==> src/rtl/sleep_seq_pkg.sv <==
package sleep_seq_pkg;

    typedef enum logic [2:0] {
        ST_NORMAL,
        ST_SG_WAIT,
        ST_GUARD,
        ST_ENTER,
        ST_ASLEEP,
        ST_EXIT,
        ST_RESUME
    } seq_state_e;

    typedef struct packed {
        logic stpclk_n;
        logic slp_n;
        logic bus_block;
        logic picclk_en;
    } seq_out_t;

    function automatic int unsigned max3(input int unsigned a, input int unsigned b,
                                         input int unsigned c);
        int unsigned m;
        m = (a > b) ? a : b;
        return (m > c) ? m : c;
    endfunction

    function automatic seq_out_t decode_out(input seq_state_e st);
        seq_out_t o;
        o.stpclk_n  = (st == ST_NORMAL);
        o.slp_n     = !(st == ST_ENTER || st == ST_ASLEEP);
        o.bus_block = (st == ST_GUARD || st == ST_ENTER ||
                       st == ST_ASLEEP || st == ST_EXIT);
        o.picclk_en = (st != ST_ASLEEP);
        return o;
    endfunction

endpackage

==> src/rtl/sleep_seq_grant_mask.sv <==
module sleep_seq_grant_mask #(
    parameter int NUM_CPU = 2
) (
    input  logic               clk,
    input  logic               rst_n,
    input  logic               clear,
    input  logic               capture,
    input  logic [NUM_CPU-1:0] sg_done,
    output logic               all_done
);
    logic [NUM_CPU-1:0] mask_d, mask_q;

    always_comb begin
        mask_d = mask_q;
        if (clear) begin
            mask_d = '0;
        end else if (capture) begin
            mask_d = mask_q | sg_done;
        end
    end

    always_ff @(posedge clk or negedge rst_n) begin
        if (!rst_n) begin
            mask_q <= '0;
        end else begin
            mask_q <= mask_d;
        end
    end

    assign all_done = &(mask_q | sg_done);

endmodule

==> src/rtl/sleep_seq_timer.sv <==
module sleep_seq_timer #(
    parameter int CNT_W = 8
) (
    input  logic             clk,
    input  logic             rst_n,
    input  logic             load,
    input  logic [CNT_W-1:0] load_val,
    output logic             expired
);
    logic [CNT_W-1:0] cnt_d, cnt_q;

    always_comb begin
        cnt_d = cnt_q;
        if (load) begin
            cnt_d = load_val;
        end else if (cnt_q != '0) begin
            cnt_d = cnt_q - 1'b1;
        end
    end

    always_ff @(posedge clk or negedge rst_n) begin
        if (!rst_n) begin
            cnt_q <= '0;
        end else begin
            cnt_q <= cnt_d;
        end
    end

    assign expired = (cnt_q == '0);

endmodule

==> src/rtl/sleep_seq_wake_latch.sv <==
module sleep_seq_wake_latch (
    input  logic clk,
    input  logic rst_n,
    input  logic arm,
    input  logic wake_irq,
    input  logic wake_snoop,
    input  logic wake_rst,
    output logic pend_irq,
    output logic pend_snoop,
    output logic pend_rst
);
    typedef struct packed {
        logic irq;
        logic snoop;
        logic rst;
    } wake_vec_t;

    wake_vec_t lat_d, lat_q;

    always_comb begin
        lat_d = '0;
        if (arm) begin
            lat_d.irq   = lat_q.irq   | wake_irq;
            lat_d.snoop = lat_q.snoop | wake_snoop;
            lat_d.rst   = lat_q.rst   | wake_rst;
        end
    end

    always_ff @(posedge clk or negedge rst_n) begin
        if (!rst_n) begin
            lat_q <= '0;
        end else begin
            lat_q <= lat_d;
        end
    end

    assign pend_irq   = lat_q.irq   | wake_irq;
    assign pend_snoop = lat_q.snoop | wake_snoop;
    assign pend_rst   = lat_q.rst   | wake_rst;

endmodule

==> src/rtl/sleep_seq_ctrl.sv <==
module sleep_seq_ctrl
    import sleep_seq_pkg::*;
#(
    parameter int NUM_CPU      = 2,
    parameter int ENTRY_GUARD  = 100,
    parameter int SLEEP_SETTLE = 10,
    parameter int EXIT_SETTLE  = 10
) (
    input  logic               clk,
    input  logic               rst_n,
    input  logic               lp_req,
    input  logic [NUM_CPU-1:0] sg_done,
    input  logic               wake_irq,
    input  logic               wake_snoop,
    input  logic               wake_rst,
    output logic               stpclk_n,
    output logic               slp_n,
    output logic               bus_block,
    output logic               picclk_en
);
    localparam int MAX_INTERVAL = max3(ENTRY_GUARD, SLEEP_SETTLE, EXIT_SETTLE);
    localparam int CNT_W        = $clog2(MAX_INTERVAL + 1);
    localparam logic [CNT_W-1:0] GUARD_LOAD = CNT_W'(ENTRY_GUARD - 1);
    localparam logic [CNT_W-1:0] ENTER_LOAD = CNT_W'(SLEEP_SETTLE - 1);
    localparam logic [CNT_W-1:0] EXIT_LOAD  = CNT_W'(EXIT_SETTLE - 1);

    typedef struct packed {
        seq_state_e st;
        seq_out_t   outs;
    } seq_reg_t;

    seq_reg_t r_d, r_q;

    logic             all_done;
    logic             expired;
    logic             tmr_load;
    logic [CNT_W-1:0] tmr_val;
    logic             pend_irq, pend_snoop, pend_rst;
    logic             any_wake;
    logic             latch_arm;

    assign any_wake  = wake_irq | wake_snoop | wake_rst;
    assign latch_arm = (r_q.st == ST_ENTER) || (r_q.st == ST_ASLEEP) || (r_q.st == ST_EXIT);

    sleep_seq_grant_mask #(.NUM_CPU(NUM_CPU)) u_mask (
        .clk      (clk),
        .rst_n    (rst_n),
        .clear    (r_q.st != ST_SG_WAIT),
        .capture  (r_q.st == ST_SG_WAIT),
        .sg_done  (sg_done),
        .all_done (all_done)
    );

    sleep_seq_timer #(.CNT_W(CNT_W)) u_timer (
        .clk      (clk),
        .rst_n    (rst_n),
        .load     (tmr_load),
        .load_val (tmr_val),
        .expired  (expired)
    );

    sleep_seq_wake_latch u_wake (
        .clk        (clk),
        .rst_n      (rst_n),
        .arm        (latch_arm),
        .wake_irq   (wake_irq),
        .wake_snoop (wake_snoop),
        .wake_rst   (wake_rst),
        .pend_irq   (pend_irq),
        .pend_snoop (pend_snoop),
        .pend_rst   (pend_rst)
    );

    always_comb begin
        r_d      = r_q;
        tmr_load = 1'b0;
        tmr_val  = '0;
        unique case (r_q.st)
            ST_NORMAL: begin
                if (lp_req && !any_wake) r_d.st = ST_SG_WAIT;
            end
            ST_SG_WAIT: begin
                if (any_wake || !lp_req) r_d.st = ST_NORMAL;
                else if (all_done)       r_d.st = ST_GUARD;
            end
            ST_GUARD: begin
                if (any_wake || !lp_req) r_d.st = ST_NORMAL;
                else if (expired)        r_d.st = ST_ENTER;
            end
            ST_ENTER: begin
                if (expired) r_d.st = ST_ASLEEP;
            end
            ST_ASLEEP: begin
                if (pend_rst)                    r_d.st = ST_NORMAL;
                else if (pend_irq || pend_snoop) r_d.st = ST_EXIT;
            end
            ST_EXIT: begin
                if (expired) r_d.st = ST_RESUME;
            end
            ST_RESUME: begin
                if (pend_irq || pend_rst || !lp_req) r_d.st = ST_NORMAL;
                else if (!wake_snoop)                r_d.st = ST_GUARD;
            end
            default: r_d.st = ST_NORMAL;
        endcase

        if (r_d.st != r_q.st) begin
            unique case (r_d.st)
                ST_GUARD: begin tmr_load = 1'b1; tmr_val = GUARD_LOAD; end
                ST_ENTER: begin tmr_load = 1'b1; tmr_val = ENTER_LOAD; end
                ST_EXIT:  begin tmr_load = 1'b1; tmr_val = EXIT_LOAD;  end
                default:  begin tmr_load = 1'b0; tmr_val = '0;         end
            endcase
        end

        r_d.outs = decode_out(r_d.st);
    end

    always_ff @(posedge clk or negedge rst_n) begin
        if (!rst_n) begin
            r_q.st   <= ST_NORMAL;
            r_q.outs <= decode_out(ST_NORMAL);
        end else begin
            r_q <= r_d;
        end
    end

    assign stpclk_n  = r_q.outs.stpclk_n;
    assign slp_n     = r_q.outs.slp_n;
    assign bus_block = r_q.outs.bus_block;
    assign picclk_en = r_q.outs.picclk_en;

endmodule

==> config.mk <==
export PLATFORM = sky130hd
export DESIGN_NAME = sleep_seq_ctrl
export DESIGN_NICKNAME = d
export VERILOG_FILES = /design/src/rtl/sleep_seq_pkg.sv /design/src/rtl/sleep_seq_grant_mask.sv /design/src/rtl/sleep_seq_timer.sv /design/src/rtl/sleep_seq_wake_latch.sv /design/src/rtl/sleep_seq_ctrl.sv
export SDC_FILE = /design/constraint.sdc
export NUM_CORES = 1
export LEC_CHECK = 0
export CORE_MARGIN = 4
export CORE_UTILIZATION = 54
export CTS_CLUSTER_DIAMETER = 60
export DETAILED_ROUTE_END_ITERATION = 16
export MAX_ROUTING_LAYER = met4
export PLACE_DENSITY = 0.77
export SYNTH_ARGS = -nofsm -noshare
export SYNTH_HDL_FRONTEND = slang
export SYNTH_SLANG_ARGS = --single-unit
==> constraint.sdc <==
create_clock -name clk -period 2.8 [get_ports clk]
set_input_delay 0.56 -clock clk [delete_from_list [all_inputs] [get_ports clk]]
set_output_delay 0.56 -clock clk [all_outputs]
set_load 0.01 [all_outputs]
# ---- After elaboration in Yosys (flattened, before gate mapping)
# Cells that the tools add are included.
dict set report op_classes {
  addsub 1
  n_eq_ne 13
  n_mux 21
  n_bitwise 6
  n_reduce_logical 23
}
# cell count
set ops {}
lappend ops {{$mux W3} 12}
lappend ops {{$mux W7} 3}
lappend ops {{$pmux W3 S7} 1}
lappend ops {{$eq A3 B3 Y1 const B} 5}
lappend ops {{$pmux W7 S2} 1}
lappend ops {{$eq A3 B2 Y1 const B} 4}
lappend ops {{$logic_or A1 B1 Y1} 10}
lappend ops {{$logic_not A7 Y1} 1}
lappend ops {{$reduce_bool A7 Y1} 1}
lappend ops {{$sub A7 B1 Y7 const B} 1}
lappend ops {{$logic_not A3 Y1} 2}
lappend ops {{$or A1 B1 Y1} 5}
lappend ops {{$mux W2} 2}
lappend ops {{$reduce_bool A2 Y1} 2}
lappend ops {{$eq A3 B1 Y1 const B} 1}
lappend ops {{$logic_not A1 Y1} 3}
lappend ops {{$ne A3 B1 Y1 const B} 1}
lappend ops {{$ne A3 B3 Y1} 1}
lappend ops {{$ne A3 B3 Y1 const B} 1}
lappend ops {{$reduce_or A3 Y1} 1}
lappend ops {{$mux W1} 2}
lappend ops {{$or A2 B2 Y2} 1}
lappend ops {{$reduce_and A2 Y1} 1}
lappend ops {{$reduce_or A2 Y1} 1}
lappend ops {{$logic_and A1 B1 Y1} 1}
dict set report word_totals {
  regBits 19
  output_inout_bits 4
  word_cells 74
}

# ---- Logic depth before layout (Yosys ltp)
# Gate-level depths: netlist of run 1.
dict set report depth {
  word_depth 11
  mapped_depth 9
  ltp_nobuf 9
}

# ---- Cells and area by module
# From an unflattened synthesis of run 1, not the netlist that was laid out.
dict set report unflattened {
  cells_unflattened 107
  area_unflattened_um2 1144.8
}
# module instances cells_each area_per_inst_um2 seq_area_each_um2
set modules_own_cells {}
lappend modules_own_cells {sleep_seq_ctrl 1 48 518.0 178.9}
lappend modules_own_cells {sleep_seq_timer 1 43 434.2 175.2}
lappend modules_own_cells {sleep_seq_wake_latch 1 9 116.4 75.1}
lappend modules_own_cells {sleep_seq_grant_mask 1 7 76.3 50.0}

# ---- Worst setup path after synthesis of run 1
# OpenSTA, ideal clock, no wires.
dict set report synth_timing {
  kind {reg2reg}
  from {register u_timer.cnt_q[0]}
  to {register u_timer.cnt_q[0]}
  setup_ns 0.121
  t_arrival_ns 2.385
  slack_ns 0.294
  path_stages_with_launch 9
  n_path_buf 0
  period_less_slack_ns 2.506
  cell_sequence {dfrtp_1 > inv_1 > ha_1 > or3b_1 > or2_4 > o211a_1 > a2111o_1 > o22a_4 > a22o_1}
}
dict set report synth_between {
  elab_chain_len 9
}
# item line_no
set synth_rtl {}
lappend synth_rtl {{from (decl)} sleep_seq_timer.sv:10} ;# logic [CNT_W-1:0] cnt_d, cnt_q;
lappend synth_rtl {{from (signal assigned)} sleep_seq_timer.sv:25} ;# cnt_q <= cnt_d;
lappend synth_rtl {{$logic_not A7 Y1} sleep_seq_timer.sv:29} ;# assign expired = (cnt_q == '0);
lappend synth_rtl {{$mux W3} sleep_seq_ctrl.sv:88} ;# else if (expired) r_d.st = ST_ENTER;
lappend synth_rtl {{$mux W3} sleep_seq_ctrl.sv:87} ;# if (any_wake || !lp_req) r_d.st = ST_NORMAL;
lappend synth_rtl {{$pmux W3 S7} sleep_seq_ctrl.sv:78} ;# unique case (r_q.st)
lappend synth_rtl {{$eq A3 B2 Y1 or $eq A3 B3 Y1 (tied branches)} sleep_seq_ctrl.sv:108} ;# unique case (r_d.st)
lappend synth_rtl {{$reduce_or A2 Y1 (no line) or $reduce_or A3 Y1 (tied branches)} n/a}
lappend synth_rtl {{$pmux W7 S2 or $mux W1 (tied branches)} sleep_seq_ctrl.sv:108}
lappend synth_rtl {{$mux W7 or $mux W1 (tied branches)} sleep_seq_ctrl.sv:107} ;# if (r_d.st != r_q.st) begin
lappend synth_rtl {{$mux W7 or $reduce_bool A2 Y1 (tied branches)} n/a}
# Parallel ways exist; a longest one is shown, timed or not. The select of a mux whose other input is x is not followed.
# A chain may end at the register's enable or synchronous reset.

# ---- Final worst setup path of run 1
# Ends and elaborated chain as after synthesis.

==> qor.txt, run 1 <==
R2R depth = 8
clock root buffer = clkbuf_4
crit-path max FO = 6
asr flop ratio synth = 100%
Detailed Routing Iterations Pass 1 = 4
drt wl/cell = 14.0 µm
Initial Util = 60.0%
top cell type's share of synthesized area = 37.0%
TritonCTS clock tree = built
FF-to-FF End = u_timer.cnt_q[0]
class of the worst hold path = reg2reg
synth warn = 0
Worst VDD drop = 0.367 mV
# fillers = 155
critical path, cell by cell = inv_1 > ha_1 > or3b_4 > or2_4 > o211a_1 > a2111o_1 > o22a_4 > a22o_1
Post-synth EDFFs = 0
CTS max path bufs = 2
r2r setup slk = 0.15 ns
Setup Slack @ Placement = -0.0224 ns
Ant. Diodes = 0
crit start category = register
hold endpoint = u_mask.mask_q[0]
GRT overflow = 0
dpl cell area = 1250 µm²
first-pass GRT wire length = 3960 µm
hold path cells = 2
GPL Wtd Cong = 0.867
Row Count = 15
clk_skew = 0.00434 ns
synth unique cells = 40
Mapped Area = 1080 µm²
Slew @ Worst Pin = 0.831 ns
CP required = 3.00 ns
slowest CP cell = a2111o_1
register area share after synthesis = 44.3%
Final #Nets = 148
hold-fix buffers at CTS = 0
Detailed Place HPWL = 1730 µm
TritonCTS buffer count = 3
setup TNS = 0 ns
# clock sinks = 19
Chip Width = 52.7 µm
via count = 965
largest net degree at the start of global routing = 20
clock transition at the registers of the reported paths = 0.11 ns
Area Growth Syn to Fin = 18.5%
IO Port Bufs = 11
slowest stage delay, CP = 0.47 ns
crit path time final = 2.65 ns
fin. max-slew vios = 0
fmax = 0.377 GHz
ranking of synthesized cells by area = dfrtp_1, dfstp_2, nor2_1, a21oi_1, nor3_1
Detailed Route Iter0 Violations = 30
Synth area leader = dfrtp_1
Routed Antenna Nets = 0
RSZ-0062 raised after global routing = false
Die Area = 2780 µm²
Period Utilization, post-route = 94.7%
Critical Path AT = 2.85 ns
FF+latch count, synth = 19
min-delay src = u_mask.mask_q[0]
vias in the first global route = 898
CP Capture Type = register
GRT Resource Usage Total = 19.6%
share of layout cells above drive strength 1 = 13.0%
Setup violations, final = 0
Slew HR = 44.4%
Crit Reg-Reg Startpoint = u_timer.cnt_q[0]
Fin. Hold Viols = 0
PwrDens = 544 nW/µm²
status = completed
io pins = 12
via/cell ratio = 5.92
core outline area = 1800 µm²
max-cap violation count = 0
DR DRC count = 0
syn_nets = 130
synthesized area per cell = 8.93 µm²
die height = 52.7 µm
post-layout worst setup margin = 0.148 ns
leakage power = 0.000568 µW
H-tree depth = 1
Setup CP Type = reg2reg
Synth Flop Type = dfrtp_1
Clock Latency Late Sink = 0.29 ns
fin area = 1280 µm²
cells after synthesis = 121
WL final = 2280 µm
initial antenna violation count = 0
[layout by cell type, fill, tap and decap left out, types with 2 or more instances in the layout]
master           count
nor3_1               8
nor2b_1              3
nand4_1              2
clkbuf_4             3
xnor2_1              3
o21ai_0              6
dfstp_2              3
clkdlybuf4s50_1     11
nand2_1              8
buf_4                6
dfrtp_1             16
a31oi_1              2
nor2_1              17
a22o_1               2
a21oi_1              8
nor4b_1              3
inv_1                6
nand2b_1             2
o211a_1              2
nand3b_1             2
a22oi_1              4
[worst max-delay path, delay by kind of cell (launching register included)]
family | cells | cell delay (ns)
buffers and inverters | 1 | 0.08
flip-flops | 1 | 0.41
adder cells (fa/ha/maj) | 1 | 0.18
AND/OR/NAND/NOR | 2 | 0.69
AO/OA/AOI/OAI | 4 | 1.18
[worst max-delay path by stage]
stage,startpoint,to,cells after the start
CTS,u_timer.cnt_q[0],u_timer.cnt_q[0],8
global placement,wake_snoop,u_timer.cnt_q[2],8
floorplan,u_timer.cnt_q[0],u_timer.cnt_q[0],8
global route,u_timer.cnt_q[0],u_timer.cnt_q[0],8
finish,u_timer.cnt_q[0],u_timer.cnt_q[0],8
detailed placement,wake_snoop,u_timer.cnt_q[0],8
[state kept, by name, summed over array words and instances, names as in the netlist]
signal,count
slp_n,1
r_q,3
u_wake.lat_q,3
u_timer.cnt_q,7
bus_block,1
picclk_en,1
u_mask.mask_q,2
stpclk_n,1
[area by class of cell]
type	count	area, µm²	area share (%)
tap	25	31.3	2.44
inverter	6	22.5	1.76
clock inverter	1	5.00	0.391
multi-input combinational	92	566	44.1
timing repair buffer	17	155	12.1
sequential	19	479	37.4
clock buffer	3	22.5	1.76
[Yosys cell counts, types with 2 or more instances]
| master | instances |
|---|---|
| nor2_1 | 17 |
| dfrtp_1 | 16 |
| a21oi_1 | 8 |
| nand2_1 | 8 |
| nor3_1 | 8 |
| inv_1 | 6 |
| o21ai_0 | 6 |
| a22oi_1 | 4 |
| clkbuf_1 | 3 |
| dfstp_2 | 3 |
| nor2b_1 | 3 |
| nor4b_1 | 3 |
| xnor2_1 | 3 |
| a22o_1 | 2 |
| a31oi_1 | 2 |
| nand2b_1 | 2 |
| nand3b_1 | 2 |
| nand4_1 | 2 |
| o211a_1 | 2 |
[cell families (layout without fill, tap and decap cells)]
family                   after synthesis  after routing  share of synthesized area (%)
AO/OA/AOI/OAI                         33             33                           21.6
XOR/XNOR                               3              3                           2.43
adder cells (fa/ha/maj)                1              1                           1.16
buffers and inverters                 10             27                           3.59
flip-flops                            19             19                           44.3
AND/OR/NAND/NOR                       55             55                           26.9
[metal layers]
metal	global-route usage [%]	part of all wire [%]	vias to the layer above
li1	-	-	476
met1	27.8	49	455
met2	28.1	45	32
met3	4.56	5.6	2
met4	5.11	0.57	0
met5	-	0	-
[timing repair]
action                     4_1_cts  5_1_grt
setup endpoints to repair        0        1
resized for setup                0        1
buffers inserted                 0        0
[power breakdown]
part / internal (µW) / switching, µW / total (µW)
Sequential: 328 / 39.9 / 368
Clock: 53.2 / 83.4 / 137
Combinational: 96.7 / 95.5 / 192
Total: 478 / 219 / 697
[through the flow]
step,hold slack (ns),util [%],total power (µW),instances
floorplan,0.264,-,510,121
global placement,0.495,69.4,560,159
detailed placement,0.508,69.4,561,159
CTS,0.534,71.0,699,163
global route,0.574,71.1,751,163
finish,0.529,71.1,697,163
Note: power is estimated with default switching activity, not from simulation.
==> inputs of run 2 (changes only) <==
--- a/config.mk
+++ b/config.mk
@@ -9,6 +9,7 @@
 export CORE_UTILIZATION = 54
 export CTS_CLUSTER_DIAMETER = 60
 export DETAILED_ROUTE_END_ITERATION = 16
+export HOLD_SLACK_MARGIN = 0.08
 export MAX_ROUTING_LAYER = met4
 export PLACE_DENSITY = 0.77
 export SYNTH_ARGS = -nofsm -noshare
==> results of run 2 <==
No change in the layout: final DEF, timing and power equal those of run 1.
